`src/rtl/scp_pkg.sv`:
```
package scp_pkg;
  localparam int FRAME_W = 24;
  localparam int N_OUT   = 16;
  localparam int OP_W    = 6;

  typedef struct packed {
    logic [N_OUT-1:0] drive;
    logic [N_OUT-1:0] open_det;
    logic [N_OUT-1:0] sc_off;
    logic [N_OUT-1:0] pwm_sel;
    logic [N_OUT-1:0] or_mode;
    logic             therm_retry;
    logic             ov_resume;
  } cfg_t;
endpackage

```
`src/rtl/scp_sync.sv`:
```
module scp_sync #(
  parameter int         W       = 3,
  parameter logic [W-1:0] RST_VAL = '0
) (
  input  logic         clk,
  input  logic         rst_n,
  input  logic [W-1:0] d,
  output logic [W-1:0] q
);
  for (genvar i = 0; i < W; i++) begin : g_bit
    logic meta_q, hold_q;
    always_ff @(posedge clk or negedge rst_n) begin
      if (!rst_n) begin
        meta_q <= RST_VAL[i];
        hold_q <= RST_VAL[i];
      end else begin
        meta_q <= d[i];
        hold_q <= meta_q;
      end
    end
    assign q[i] = hold_q;
  end
endmodule

```
`src/rtl/scp_shift.sv`:
```
module scp_shift #(
  parameter int FW = scp_pkg::FRAME_W,
  parameter int NO = scp_pkg::N_OUT
) (
  input  logic          clk,
  input  logic          rst_n,
  input  logic          load,
  input  logic [FW-1:0] status,
  input  logic          shift_en,
  input  logic          sdi,
  input  logic          out_en,
  output logic [FW-1:0] sr_q,
  output logic          so_q
);
  logic [FW-1:0] sr_d;
  logic          so_d;

  always_comb begin
    sr_d = sr_q;
    so_d = so_q;
    if (load) begin
      sr_d = status;
      so_d = status[FW-1];
    end else begin
      if (shift_en) sr_d = {sr_q[FW-2:0], sdi};
      if (out_en)   so_d = sr_q[FW-1];
    end
  end

  always_ff @(posedge clk or negedge rst_n) begin
    if (!rst_n) begin
      sr_q <= '0;
      so_q <= 1'b0;
    end else begin
      sr_q <= sr_d;
      so_q <= so_d;
    end
  end

  p_pad_zero_r2: assert property (@(posedge clk) disable iff (!rst_n)
    load |=> sr_q[FW-3:NO] == '0);
  p_idle_hold_r3: assert property (@(posedge clk) disable iff (!rst_n)
    (!load && !shift_en) |=> $stable(sr_q));
  p_so_hold_r4: assert property (@(posedge clk) disable iff (!rst_n)
    (!load && !out_en) |=> $stable(so_q));
endmodule

```
`src/rtl/scp_regs.sv`:
```
module scp_regs #(
  parameter int FW = scp_pkg::FRAME_W,
  parameter int NO = scp_pkg::N_OUT,
  parameter int OW = scp_pkg::OP_W,
  parameter logic [OW-1:0] OP_DRIVE = 6'h00,
  parameter logic [OW-1:0] OP_OPEN  = 6'h04,
  parameter logic [OW-1:0] OP_RETRY = 6'h08,
  parameter logic [OW-1:0] OP_SCOFF = 6'h0C,
  parameter logic [OW-1:0] OP_PWM   = 6'h01,
  parameter logic [OW-1:0] OP_ORM   = 6'h02,
  parameter logic [OW-1:0] OP_CLEAR = 6'h05
) (
  input  logic          clk,
  input  logic          rst_n,
  input  logic          exec,
  input  logic [FW-1:0] frame,
  output scp_pkg::cfg_t cfg_q
);
  localparam int OP_LSB = FW - OW;

  logic [OW-1:0]  op;
  logic [NO-1:0]  data;
  scp_pkg::cfg_t  cfg_d;
  logic           known;

  assign op   = frame[FW-1:OP_LSB];
  assign data = frame[NO-1:0];

  always_comb begin
    cfg_d = cfg_q;
    known = 1'b1;
    if (exec) begin
      if      (op == OP_DRIVE) cfg_d.drive    = data;
      else if (op == OP_OPEN)  cfg_d.open_det = data;
      else if (op == OP_SCOFF) cfg_d.sc_off   = data;
      else if (op == OP_PWM)   cfg_d.pwm_sel  = data;
      else if (op == OP_ORM)   cfg_d.or_mode  = data;
      else if (op == OP_RETRY) begin
        cfg_d.therm_retry = frame[NO+1];
        cfg_d.ov_resume   = frame[NO];
      end
      else if (op == OP_CLEAR) cfg_d = '0;
      else known = 1'b0;
    end
  end

  always_ff @(posedge clk or negedge rst_n) begin
    if (!rst_n) cfg_q <= '0;
    else        cfg_q <= cfg_d;
  end

  p_exec_only_r6: assert property (@(posedge clk) disable iff (!rst_n)
    !exec |=> $stable(cfg_q));
  p_clear_all_r8: assert property (@(posedge clk) disable iff (!rst_n)
    (exec && op == OP_CLEAR) |=> cfg_q == '0);
  p_undef_ignored_r11: assert property (@(posedge clk) disable iff (!rst_n)
    (exec && !known) |=> $stable(cfg_q));
endmodule

```
`src/rtl/scp_top.sv`:
```
module scp_top #(
  parameter int FW = scp_pkg::FRAME_W,
  parameter int NO = scp_pkg::N_OUT,
  parameter int OW = scp_pkg::OP_W
) (
  input  logic          clk,
  input  logic          rst_n,
  input  logic          sclk_i,
  input  logic          csn_i,
  input  logic          sdi_i,
  input  logic [NO-1:0] fault_i,
  input  logic          ovr_i,
  output logic          sdo_o,
  output logic          sdo_oe_o,
  output logic [NO-1:0] drive_o,
  output logic [NO-1:0] open_det_o,
  output logic [NO-1:0] sc_off_o,
  output logic [NO-1:0] pwm_sel_o,
  output logic [NO-1:0] or_mode_o,
  output logic          therm_retry_o,
  output logic          ov_resume_o
);
  localparam int PAD_W = FW - 2 - NO;

  logic [2:0] sync_q;
  logic       sclk_s, csn_s, sdi_s;
  logic       sclk_p, csn_p;
  logic       cs_fall, cs_rise, sclk_rise, sclk_fall;
  logic [FW-1:0] status, sr_q;
  logic       so_q;
  scp_pkg::cfg_t cfg;

  scp_sync #(.W(3), .RST_VAL(3'b010)) u_sync (
    .clk(clk), .rst_n(rst_n),
    .d({sdi_i, csn_i, sclk_i}), .q(sync_q));

  assign {sdi_s, csn_s, sclk_s} = sync_q;

  always_ff @(posedge clk or negedge rst_n) begin
    if (!rst_n) begin
      sclk_p <= 1'b0;
      csn_p  <= 1'b1;
    end else begin
      sclk_p <= sclk_s;
      csn_p  <= csn_s;
    end
  end

  assign cs_fall   = csn_p & ~csn_s;
  assign cs_rise   = ~csn_p & csn_s;
  assign sclk_rise = ~csn_s & ~sclk_p & sclk_s;
  assign sclk_fall = ~csn_s & sclk_p & ~sclk_s;

  assign status = {(|fault_i) | ovr_i, ovr_i, {PAD_W{1'b0}}, fault_i};

  scp_shift #(.FW(FW), .NO(NO)) u_shift (
    .clk(clk), .rst_n(rst_n),
    .load(cs_fall), .status(status),
    .shift_en(sclk_fall), .sdi(sdi_s),
    .out_en(sclk_rise),
    .sr_q(sr_q), .so_q(so_q));

  scp_regs #(.FW(FW), .NO(NO), .OW(OW)) u_regs (
    .clk(clk), .rst_n(rst_n),
    .exec(cs_rise), .frame(sr_q),
    .cfg_q(cfg));

  assign sdo_oe_o      = ~csn_s;
  assign sdo_o         = ~csn_s & so_q;
  assign drive_o       = cfg.drive;
  assign open_det_o    = cfg.open_det;
  assign sc_off_o      = cfg.sc_off;
  assign pwm_sel_o     = cfg.pwm_sel;
  assign or_mode_o     = cfg.or_mode;
  assign therm_retry_o = cfg.therm_retry;
  assign ov_resume_o   = cfg.ov_resume;

  p_no_drive_idle_r3: assert property (@(posedge clk) disable iff (!rst_n)
    csn_i && $past(csn_i) && $past(csn_i, 2) && $past(csn_i, 3) |-> !sdo_oe_o);
endmodule

```
`config.mk`:
```
export PLATFORM = sky130hd
export DESIGN_NAME = scp_top
export DESIGN_NICKNAME = d
export VERILOG_FILES = /design/src/rtl/scp_pkg.sv /design/src/rtl/scp_sync.sv /design/src/rtl/scp_shift.sv /design/src/rtl/scp_regs.sv /design/src/rtl/scp_top.sv
export SDC_FILE = /design/constraint.sdc
export NUM_CORES = 1
export LEC_CHECK = 0
export BUFFER_PORTS_ARGS = -buffer_cell sky130_fd_sc_hd__clkbuf_2
export CORE_MARGIN = 2
export CORE_UTILIZATION = 58
export DETAILED_ROUTE_END_ITERATION = 16
export PLACE_DENSITY = 0.87
export SLEW_MARGIN = 20
export SYNTH_ARGS = -nofsm -noshare
export SYNTH_HDL_FRONTEND = slang
export SYNTH_HIERARCHICAL = 1
export SYNTH_SLANG_ARGS = --single-unit
```
`constraint.sdc`:
```
create_clock -name clk -period 3.4 [get_ports clk]
set_input_delay 1.02 -clock clk [delete_from_list [all_inputs] [get_ports clk]]
set_output_delay 1.02 -clock clk [all_outputs]
set_load 0.02 [all_outputs]
```
# Word-level counts from Yosys, hierarchy flattened
# Cells that the tools add are included.
[op_classes] eq_ne=27 bitwise=17 mux=28 n_reduce_logical=10
[ops] operator="$mux W82" count=7
[ops] operator="$mux W80" count=7
[ops] operator="$mux W16" count=6
[ops] operator="$mux W64" count=1
[ops] operator="$mux W24" count=2
[ops] operator="$mux W48" count=1
[ops] operator="$reduce_and A7 Y1" count=6
[ops] operator="$mux W32" count=1
[ops] operator="$ne A2 B1 Y1 const B" count=10
[ops] operator="$reduce_or A16 Y1" count=1
[ops] operator="$eq A6 B3 Y1 const B" count=2
[ops] operator="$eq A6 B4 Y1 const B" count=2
[ops] operator="$not A1 Y1" count=9
[ops] operator="$ne A8 B1 Y1 const B" count=1
[ops] operator="$and A1 B1 Y1" count=7
[ops] operator="$ne A7 B1 Y1 const B" count=1
[ops] operator="$ne A7 B2 Y1 const B" count=1
[ops] operator="$eq A6 B1 Y1 const B" count=1
[ops] operator="$eq A6 B2 Y1 const B" count=1
[ops] operator="$logic_not A6 Y1" count=1
[ops] operator="$ne A6 B1 Y1 const B" count=1
[ops] operator="$ne A6 B2 Y1 const B" count=1
[ops] operator="$ne A5 B1 Y1 const B" count=1
[ops] operator="$ne A5 B2 Y1 const B" count=1
[ops] operator="other kinds (8)" count=10
[word_totals] in_bits=22 out_inout_bits=84 regBits=115 word_cells=99

# Longest topological paths before layout
# Gate-level depths: netlist of the first run.
[depth] word_depth=20 ltp_mapped=8 mapped_depth_nobuf=5

# By module
# The synthesis of the first run kept the hierarchy.
[modules_own_cells] module="scp_regs" cells_per_inst=242 area_per_inst_um2=3378.2 seq_area_each_um2=2052.0 n_inst=1
[modules_own_cells] module="scp_shift" cells_per_inst=106 area_per_inst_um2=1163.6 seq_area_each_um2=625.6 n_inst=1
[modules_own_cells] module="scp_sync" cells_per_inst=9 area_per_inst_um2=175.2 seq_area_each_um2=152.6 n_inst=1
[modules_own_cells] module="scp_top" cells_per_inst=15 area_per_inst_um2=126.4 seq_area_each_um2=51.3 n_inst=1

# Least setup slack after synthesis of the first run
# OpenSTA, ideal clock, no wires.
[synth_timing] path_kind="reg2reg" from="register u_sync.g_bit[1].hold_q" to="register u_regs/cfg_q[10] (netlist name)" arrival_time_ps=2227 period_less_slack_ps=2352 setup_time_ps=125 stages_incl_launch_ff=8 n_path_buf=2 required_time_ps=3275 setup_slack_ps=1048 path_cell_list="dfstp_2 buf_4 inv_1 nor2_1 or4b_4 a21oi_2 buf_4 mux2_2"
[synth_between] elab_chain_cells=3 word_cells_on_any_way=4 classes_between="eq/ne: 2; bitwise: 1; reduce/logical: 1"
[synth_lines] element="start: declaration" line="scp_sync.sv:11" source="logic meta_q, hold_q;"
[synth_lines] element="start signal: assignment" line="scp_sync.sv:15" source="hold_q <= RST_VAL[i];"
[synth_lines] element="start signal: assignment" line="scp_sync.sv:18" source="hold_q <= meta_q;"
[synth_lines] element="$and A1 B1 Y1 (*)" line="scp_top.sv:50" source="assign cs_rise = ~csn_p & csn_s;"
[synth_lines] element="net cs_rise" line="scp_top.sv:28" source="logic cs_fall, cs_rise, sclk_rise, sclk_fall;"
[synth_lines] element="$ne A7 B2 Y1 (no line) or $ne A7 B1 Y1 (tied branches)"
[synth_lines] element="$reduce_and A7 Y1 (no line) (*)"
[synth_lines] element="end signal: assignment" line="scp_regs.sv:49" source="else cfg_q <= cfg_d;"
[synth_lines] element="end: declaration" line="scp_regs.sv:17" source="output scp_pkg::cfg_t cfg_q"
# Mark *: on every way through the listed nets, which the timed path passes. The rest lies on a longest branch.
# A chain may end at the register's enable or synchronous reset.

# Worst setup path in the final report of the first run
[layout_timing] from="register u_sync.g_bit[1].hold_q" to="register u_regs/cfg_q[16] (netlist name)"
# The elaborated chain is that of the path after synthesis.

==> results.cfg, run 1 <==
[detailed_routing]
drt_first_pass_iters = 4
count_of_unresolved_drc_violations_after_routing = 0
initialDrtViolationCount = 259
dr_total_vias = 3569
drt-total-wl_microns = 12550
routed_wire_length_per_instance_microns = 21.02
routed_via_density = 5.978
final_antenna_net_count = 0

[synthesis]
synth.cell_area_sq_um = 4843
proportion_of_synthesized_chip_area_in_sequential_cells_pct = 59.49
synthCells = 372
netlist.area_leader.share_pct = 57.87
ys.warnings.count = 6
netlist_top_cells_area = dfrtp_1 (58%), a22o_1 (8.7%), mux2_2 (8.6%)
synth.avg_cell_area_sq_um = 13.02
top_cell_type_by_total_area_after_synthesis = dfrtp_1
synth.ff_latch_count = 115
synth.lib_cells_used.distinct = 35

[timing]
postLayoutSetupSlackWorst_ns = 0.7001
max_slew_margin_pct = 34.32
fin_crit_sh_pct = 79.41
rsz0062_at_grt = no
finalSetupTns_ns = 0
post-route-min-period_ns = 2.700
max_slew.worst_pin.slew_ns = 0.9832
fmaxAchievable_mhz = 370.4
clock_skew_ns = 0.007937
hold_violations = 0
maxSlewViolCount = 0
setup_viol_count_final = 0
holdWs_ns = 0.3460

[finish]
utilization_pct = 74.17
antenna_cells = 0
layout-area-overhead-vs-synth_pct = 25.19
final_design_area_no_fill_sq_um = 6063
fillers = 525
multi_input_comb_area_sq_um = 1809
drive_gt1_share_pct = 38.62
ff_latch_area_sq_um = 2882
num-nets-final = 501
finalNonFillerCells = 597

[place]
gp_routability_congestion = 0.8264
placed_area_sq_um = 5423
placement.setup.worst_slack_ns = 0.7568
cell_count_after_placement = 565
place.port_buffers = 105
hpwl_microns = 7937

[hold_path]
worst_hold_path.num_cells = 0
holdCritPathClass = flop to flop

[clock_network]
numCtsBuffers = 17
post-cts-setup-buffers = 0
clk-insertion-delay-late_ns = 0.52
clk_path_buf_depth = 2
resized_cells_post_cts = 0
clock_sink_total = 115
cts_tree = yes
postCtsHoldBufs = 0
cts.htree.levels = 4
clk_root_buffer_cell = clkbuf_8
worst_setup_hold_path_clk_slew_ns = 0.05

[die]
ios = 106
placementRows = 33
die_area_sq_um = 9097
die_width_microns = 95.38
coreArea_sq_um = 8175
dieHeight_microns = 95.38
initial_core_util_pct = 59.24

[critical_path]
cpLargestDelayFamily = simple AND/OR/NAND/NOR gates
timing.critical_path.from_type = flop
worst-r2r-cell-count = 5
cpPeakStageDelay_ns = 0.72
cp.arrival_ns = 3.09
cp.required_ns = 3.80
critical_path.endpoint_type = flop
worst-setup-path-type = flop to flop
critical_path.slowest_cell = a21oi_2
crit_chain = inv_1 -> nor2_1 -> or4b_4 -> a21oi_2 -> mux2_2
critical_path_depth = 5
crit_buf_inv = 1
crit_path_max_fanout = 16

[global_routing]
antenna_found_initial = 0
grt_use_total_pct = 29.45
met3_usage_pct = 8.538
groute.layer.met1.usage_pct = 38.99
grt.busiest_layer = met2
first_global_vias = 3621
grt_start_max_net_pins = 81
grt.met2_usage_pct = 46.24
first_pass_grt_wire_length_microns = 19450
grt_overflow_total = 0

[outcome]
outcome = finished, final reports clean

[power_and_ir_drop]
vdd_ir_drop_max_mv = 0.3390
total_leakage_power_nw = 3.141
power-per-cell-area_nw_per_um2 = 650.7
post-layout-total-power_mw = 3.945

[flow_run]
timing.max_cap.violations = 0
-- area by class of cell --
class	instances	share of cell area (%)
clock buffer	23	7.697
multi-input combinational	231	29.84
clock inverter	9	2.868
sequential	115	47.52
inverter	2	0.1238
tap	105	2.167
timing repair buffer	112	9.781
-- flip-flops by register name, summed over array words and instances (netlist names) --
signal,flops
u_sync/g_bit.hold_q,3
u_shift/sr_q,24
csn_p,1
u_sync/g_bit.meta_q,3
u_regs/cfg_q,82
u_shift/so_q,1
sclk_p,1
-- routing by layer --
| layer | vias to the layer above | share of wire (%) |
|---|---|---|
| met1 | 1797 | 42 |
| met5 | - | 0 |
| met2 | 168 | 49 |
| met3 | 31 | 6.6 |
| li1 | 1573 | - |
| met4 | 0 | 2.7 |
-- Yosys cell counts --
| cell type | n |
|---|---|
| inv_1 | 2 |
| nor3_1 | 2 |
| nor3b_1 | 5 |
| buf_6 | 4 |
| or4b_4 | 1 |
| nor2b_1 | 5 |
| or4_1 | 1 |
| nand3_1 | 2 |
| a22o_1 | 48 |
| xor2_1 | 1 |
| mux2_2 | 37 |
| dfstp_2 | 3 |
| nor4b_4 | 1 |
| nor4b_1 | 1 |
| nand3b_1 | 1 |
| dfrtp_1 | 112 |
| nor4_1 | 4 |
| or3_1 | 1 |
| xnor2_1 | 1 |
| o21ai_0 | 24 |
| nor4_4 | 1 |
| buf_4 | 6 |
| or4_4 | 1 |
| or3b_2 | 1 |
| buf_2 | 8 |
| nand4_1 | 1 |
| mux2_4 | 1 |
| mux2i_1 | 23 |
| nor2_1 | 2 |
| and3_1 | 35 |
| a21oi_2 | 1 |
| clkbuf_1 | 11 |
| nand2_1 | 23 |
| conb_1 | 1 |
| and3b_1 | 1 |
-- final timing paths --
kind / startpoint / end / slack, ns
setup / recovery: u_sync/g_bit[1].hold_q / u_regs/cfg_q[16] / 0.70
hold / removal: u_sync/g_bit[2].meta_q / u_sync/g_bit[2].hold_q / 0.35
setup reg to reg: u_sync/g_bit[1].hold_q / u_regs/cfg_q[16] / 0.70
hold reg to reg: u_sync/g_bit[2].meta_q / u_sync/g_bit[2].hold_q / 0.35
max in group asynchronous: rst_n / u_sync/g_bit[1].hold_q / 2.17
min in group asynchronous: rst_n / u_regs/cfg_q[54] / 0.45
-- cells by family (layout without fill, tap and decap cells) --
kind of cell	Yosys count	in the layout	synth area share [%]
flip-flops	115	115	59.49
other	1	6	0.07743
buffers and inverters	31	146	3.694
AO/OA/AOI/OAI	73	73	11.34
XOR/XNOR	2	2	0.3617
multiplexers	61	61	13.67
AND/OR/NAND/NOR	89	89	11.37
-- power breakdown --
part | leakage (nW) | internal (mW) | switching, mW
clock network | 0.316 | 1.32 | 0.587
logic | 1.29 | 0.154 | 0.227
registers | 1.53 | 1.48 | 0.178
-- cells in the final DEF, fill, tap and decap left out, types with 2 or more instances in the layout --
master | Yosys | layout
nor2b_1 | 5 | 4
a22o_1 | 48 | 48
conb_1 | 1 | 6
clkbuf_1 | 11 | 3
o21ai_0 | 24 | 24
nor3b_1 | 5 | 4
bufinv_16 | 0 | 5
and3_1 | 35 | 35
nor4_1 | 4 | 4
nor3_1 | 2 | 2
clkinv_2 | 0 | 3
buf_4 | 6 | 7
mux2i_1 | 23 | 23
nand2_1 | 23 | 23
dfrtp_1 | 112 | 112
mux2_2 | 37 | 37
dfstp_2 | 3 | 3
clkbuf_2 | 0 | 104
clkbuf_16 | 0 | 16
nor2_1 | 2 | 2
nand3_1 | 2 | 2
clkbuf_8 | 0 | 4
inv_1 | 2 | 2
-- worst register-to-register path: cells and delay by family, from the launching register on --
family / cells / cell delay [ns]
AO/OA/AOI/OAI: 1 / 0.72
buffers and inverters: 1 / 0.07
AND/OR/NAND/NOR: 2 / 0.77
flip-flops: 1 / 0.59
multiplexers: 1 / 0.43
Power figures use the tool's default switching activity.
==> inputs of run 2 (changes only) <==
--- a/config.mk
+++ b/config.mk
@@ -7,9 +7,9 @@
 export LEC_CHECK = 0
 export BUFFER_PORTS_ARGS = -buffer_cell sky130_fd_sc_hd__clkbuf_2
 export CORE_MARGIN = 2
-export CORE_UTILIZATION = 58
+export CORE_UTILIZATION = 54
 export DETAILED_ROUTE_END_ITERATION = 16
-export PLACE_DENSITY = 0.87
+export PLACE_DENSITY = 0.82
 export SLEW_MARGIN = 20
 export SYNTH_ARGS = -nofsm -noshare
 export SYNTH_HDL_FRONTEND = slang
==> constraint.sdc (replaced) <==
create_clock -name clk -period 2.56 [get_ports clk]
set_input_delay 0.768 -clock clk [delete_from_list [all_inputs] [get_ports clk]]
set_output_delay 0.768 -clock clk [all_outputs]
set_load 0.02 [all_outputs]
==> results.cfg, run 2 (same netlist as run 1, synthesis figures left out) <==
[die]
die_width_microns = 98.71
dieHeight_microns = 98.71
placementRows = 34
die_area_sq_um = 9743
coreArea_sq_um = 8721
initial_core_util_pct = 55.54
ios = 106

[power_and_ir_drop]
seq_power_share_pct = 43.2
total_switching_power_mw = 1.324
power-per-cell-area_nw_per_um2 = 834.2
swShare_pct = 26.02
total_leakage_power_nw = 3.172
power.share.combinational_pct = 10.1
vdd_ir_drop_max_mv = 0.4797
p_clk_share_pct = 46.8
intPower_mw = 3.765

[critical_path]
crit-reg2reg-launch = u_sync/g_bit[1].hold_q
cp.required_ns = 2.95
critPathLaunch = u_sync/g_bit[1].hold_q
timing.critical_path.from_type = flop
worst-r2r-cell-count = 5
cp.arrival_ns = 2.87
crit_path_max_fanout = 16
critical_path.slowest_cell = dfstp_2
worst-r2r-setup-slack_ns = 0.08
reg2reg_to = u_regs/cfg_q[33]
crit_chain = inv_1 -> nor2_1 -> or4b_4 -> or3_1 -> a22o_1
critical_path.endpoint_type = flop
worst-setup-path-type = flop to flop
cpPeakStageDelay_ns = 0.59
timing.critical_path.to = u_regs/cfg_q[33]

[detailed_routing]
routed_wire_length_per_instance_microns = 20.43
dr_total_vias = 3641
final_antenna_net_count = 0
drt-total-wl_microns = 12420
count_of_unresolved_drc_violations_after_routing = 0
initialDrtViolationCount = 271
routed_via_density = 5.988
drt_first_pass_iters = 5

[finish]
flip_flop_count_of_the_largest_register_all_copies_and_words_added = 82
num-nets-final = 510
layout_common_cells = dfrtp_1 (112), clkbuf_2 (104), a22o_1 (48), mux2_2 (37), and3_1 (35)
antenna_cells = 0
layout-area-overhead-vs-synth_pct = 25.96
drive_gt1_share_pct = 39.80
reg_top3 = u_regs/cfg_q: 82 flops, u_shift/sr_q: 24 flops
final_common_cell = dfrtp_1
fillers = 602
max_flop_register = u_regs/cfg_q

[timing]
holdWs_ns = 0.04768
max_slew_margin_pct = 52.80
hold_violations = 0
clock_skew_ns = 0.007267
maxSlewViolCount = 0
setup_viol_count_final = 0
max_slew.worst_pin.slew_ns = 0.7061
rsz0062_at_grt = no
fin_crit_sh_pct = 96.80
finalSetupTns_ns = 0
post-route-min-period_ns = 2.478
fmaxAchievable_mhz = 403.5

[clock_network]
clk_root_buffer_cell = clkbuf_8
cts.htree.levels = 4
postCtsHoldBufs = 0
clk_path_buf_depth = 2
resized_cells_post_cts = 0
post-cts-setup-buffers = 0
worst_setup_hold_path_clk_slew_ns = 0.06
clk-insertion-delay-late_ns = 0.51
cts_tree = yes
numCtsBuffers = 17
clock_sink_total = 115

[place]
hpwl_microns = 7883
place.port_buffers = 105
gp_routability_congestion = 0.8245

[global_routing]
first_pass_grt_wire_length_microns = 19660
grt.busiest_layer = met2
first_global_vias = 3496
groute.layer.met1.usage_pct = 37.16
grt_overflow_total = 0
met3_usage_pct = 7.730
grt_use_total_pct = 26.83
antenna_found_initial = 0
grt.met2_usage_pct = 39.67
grt_start_max_net_pins = 72

[flow_run]
timing.max_cap.violations = 0

[hold_path]
holdCritPathClass = input pin to async pin

[outcome]
outcome = finished, final reports clean
==> run 2: changes by cell type in the layout (fill, tap and decap cells not counted), sizes merged <==
cell,previous run,this run
buf,8,17
clkbuf,127,124
clkinv,3,6
bufinv,5,4
==> run 2: through the flow <==
stage | power [mW] | setup WS, ns | utilization, % | cell area, sq um | std cells
after floorplan | 2.445 | 0.2081 | - | 4862 | 377
after global placement | 2.696 | 0.2403 | 63.14 | 5507 | 577
after detailed placement | 2.721 | 0.1752 | 63.14 | 5507 | 577
after CTS | 5.114 | 0.1215 | 69.96 | 6101 | 608
after global routing | 5.275 | 0.005397 | 69.96 | 6101 | 608
final | 5.089 | 0.08188 | 69.96 | 6101 | 608
==> run 2: power groups by stage <==
stage                     logic (mW)  clock network, mW  registers, mW
after floorplan                0.249                  0           2.20
after global placement         0.489                  0           2.21
after detailed placement       0.505                  0           2.22
after CTS                      0.511               2.41           2.19
after global routing           0.555               2.51           2.21
final                          0.512               2.38           2.20
==> run 2: worst min-delay path by stage <==
| stage | end | slack (ns) | depth (start not counted) |
|---|---|---|---|
| CTS | u_regs/cfg_q[4] | 0.03 | 1 |
| detailed placement | u_sync/g_bit[2].hold_q | 0.34 | 0 |
| global route | u_regs/cfg_q[51] | 0.03 | 1 |
| global placement | u_sync/g_bit[2].hold_q | 0.34 | 0 |
| finish | u_regs/cfg_q[4] | 0.05 | 1 |
| floorplan | u_sync/g_bit[0].hold_q | 0.33 | 0 |
==> run 2: worst max-delay path: cells and delay by family (launching register included) <==
kind,cells,cell delay (ns)
AOI/OAI and AO/OA,1,0.34
DFF,1,0.59
buffers and inverters,1,0.08
and+or+nand+nor,3,1.35
==> run 2: layout make-up <==
class	count	area (sq um)	share of cell area, %
clock inverter	11	158.9	2.605
sequential	115	2882	47.23
clock buffer	20	435.4	7.137
inverter	2	7.507	0.1231
tap	108	135.1	2.215
multi-input combinational	231	1809	29.66
timing repair buffer	121	673.1	11.03
==> run 2: routing by layer <==
metal,vias to the layer above,routed length [microns]
li1,1594,-
met1,1819,5234
met2,200,5855
met3,28,937
met4,0,392
met5,-,0
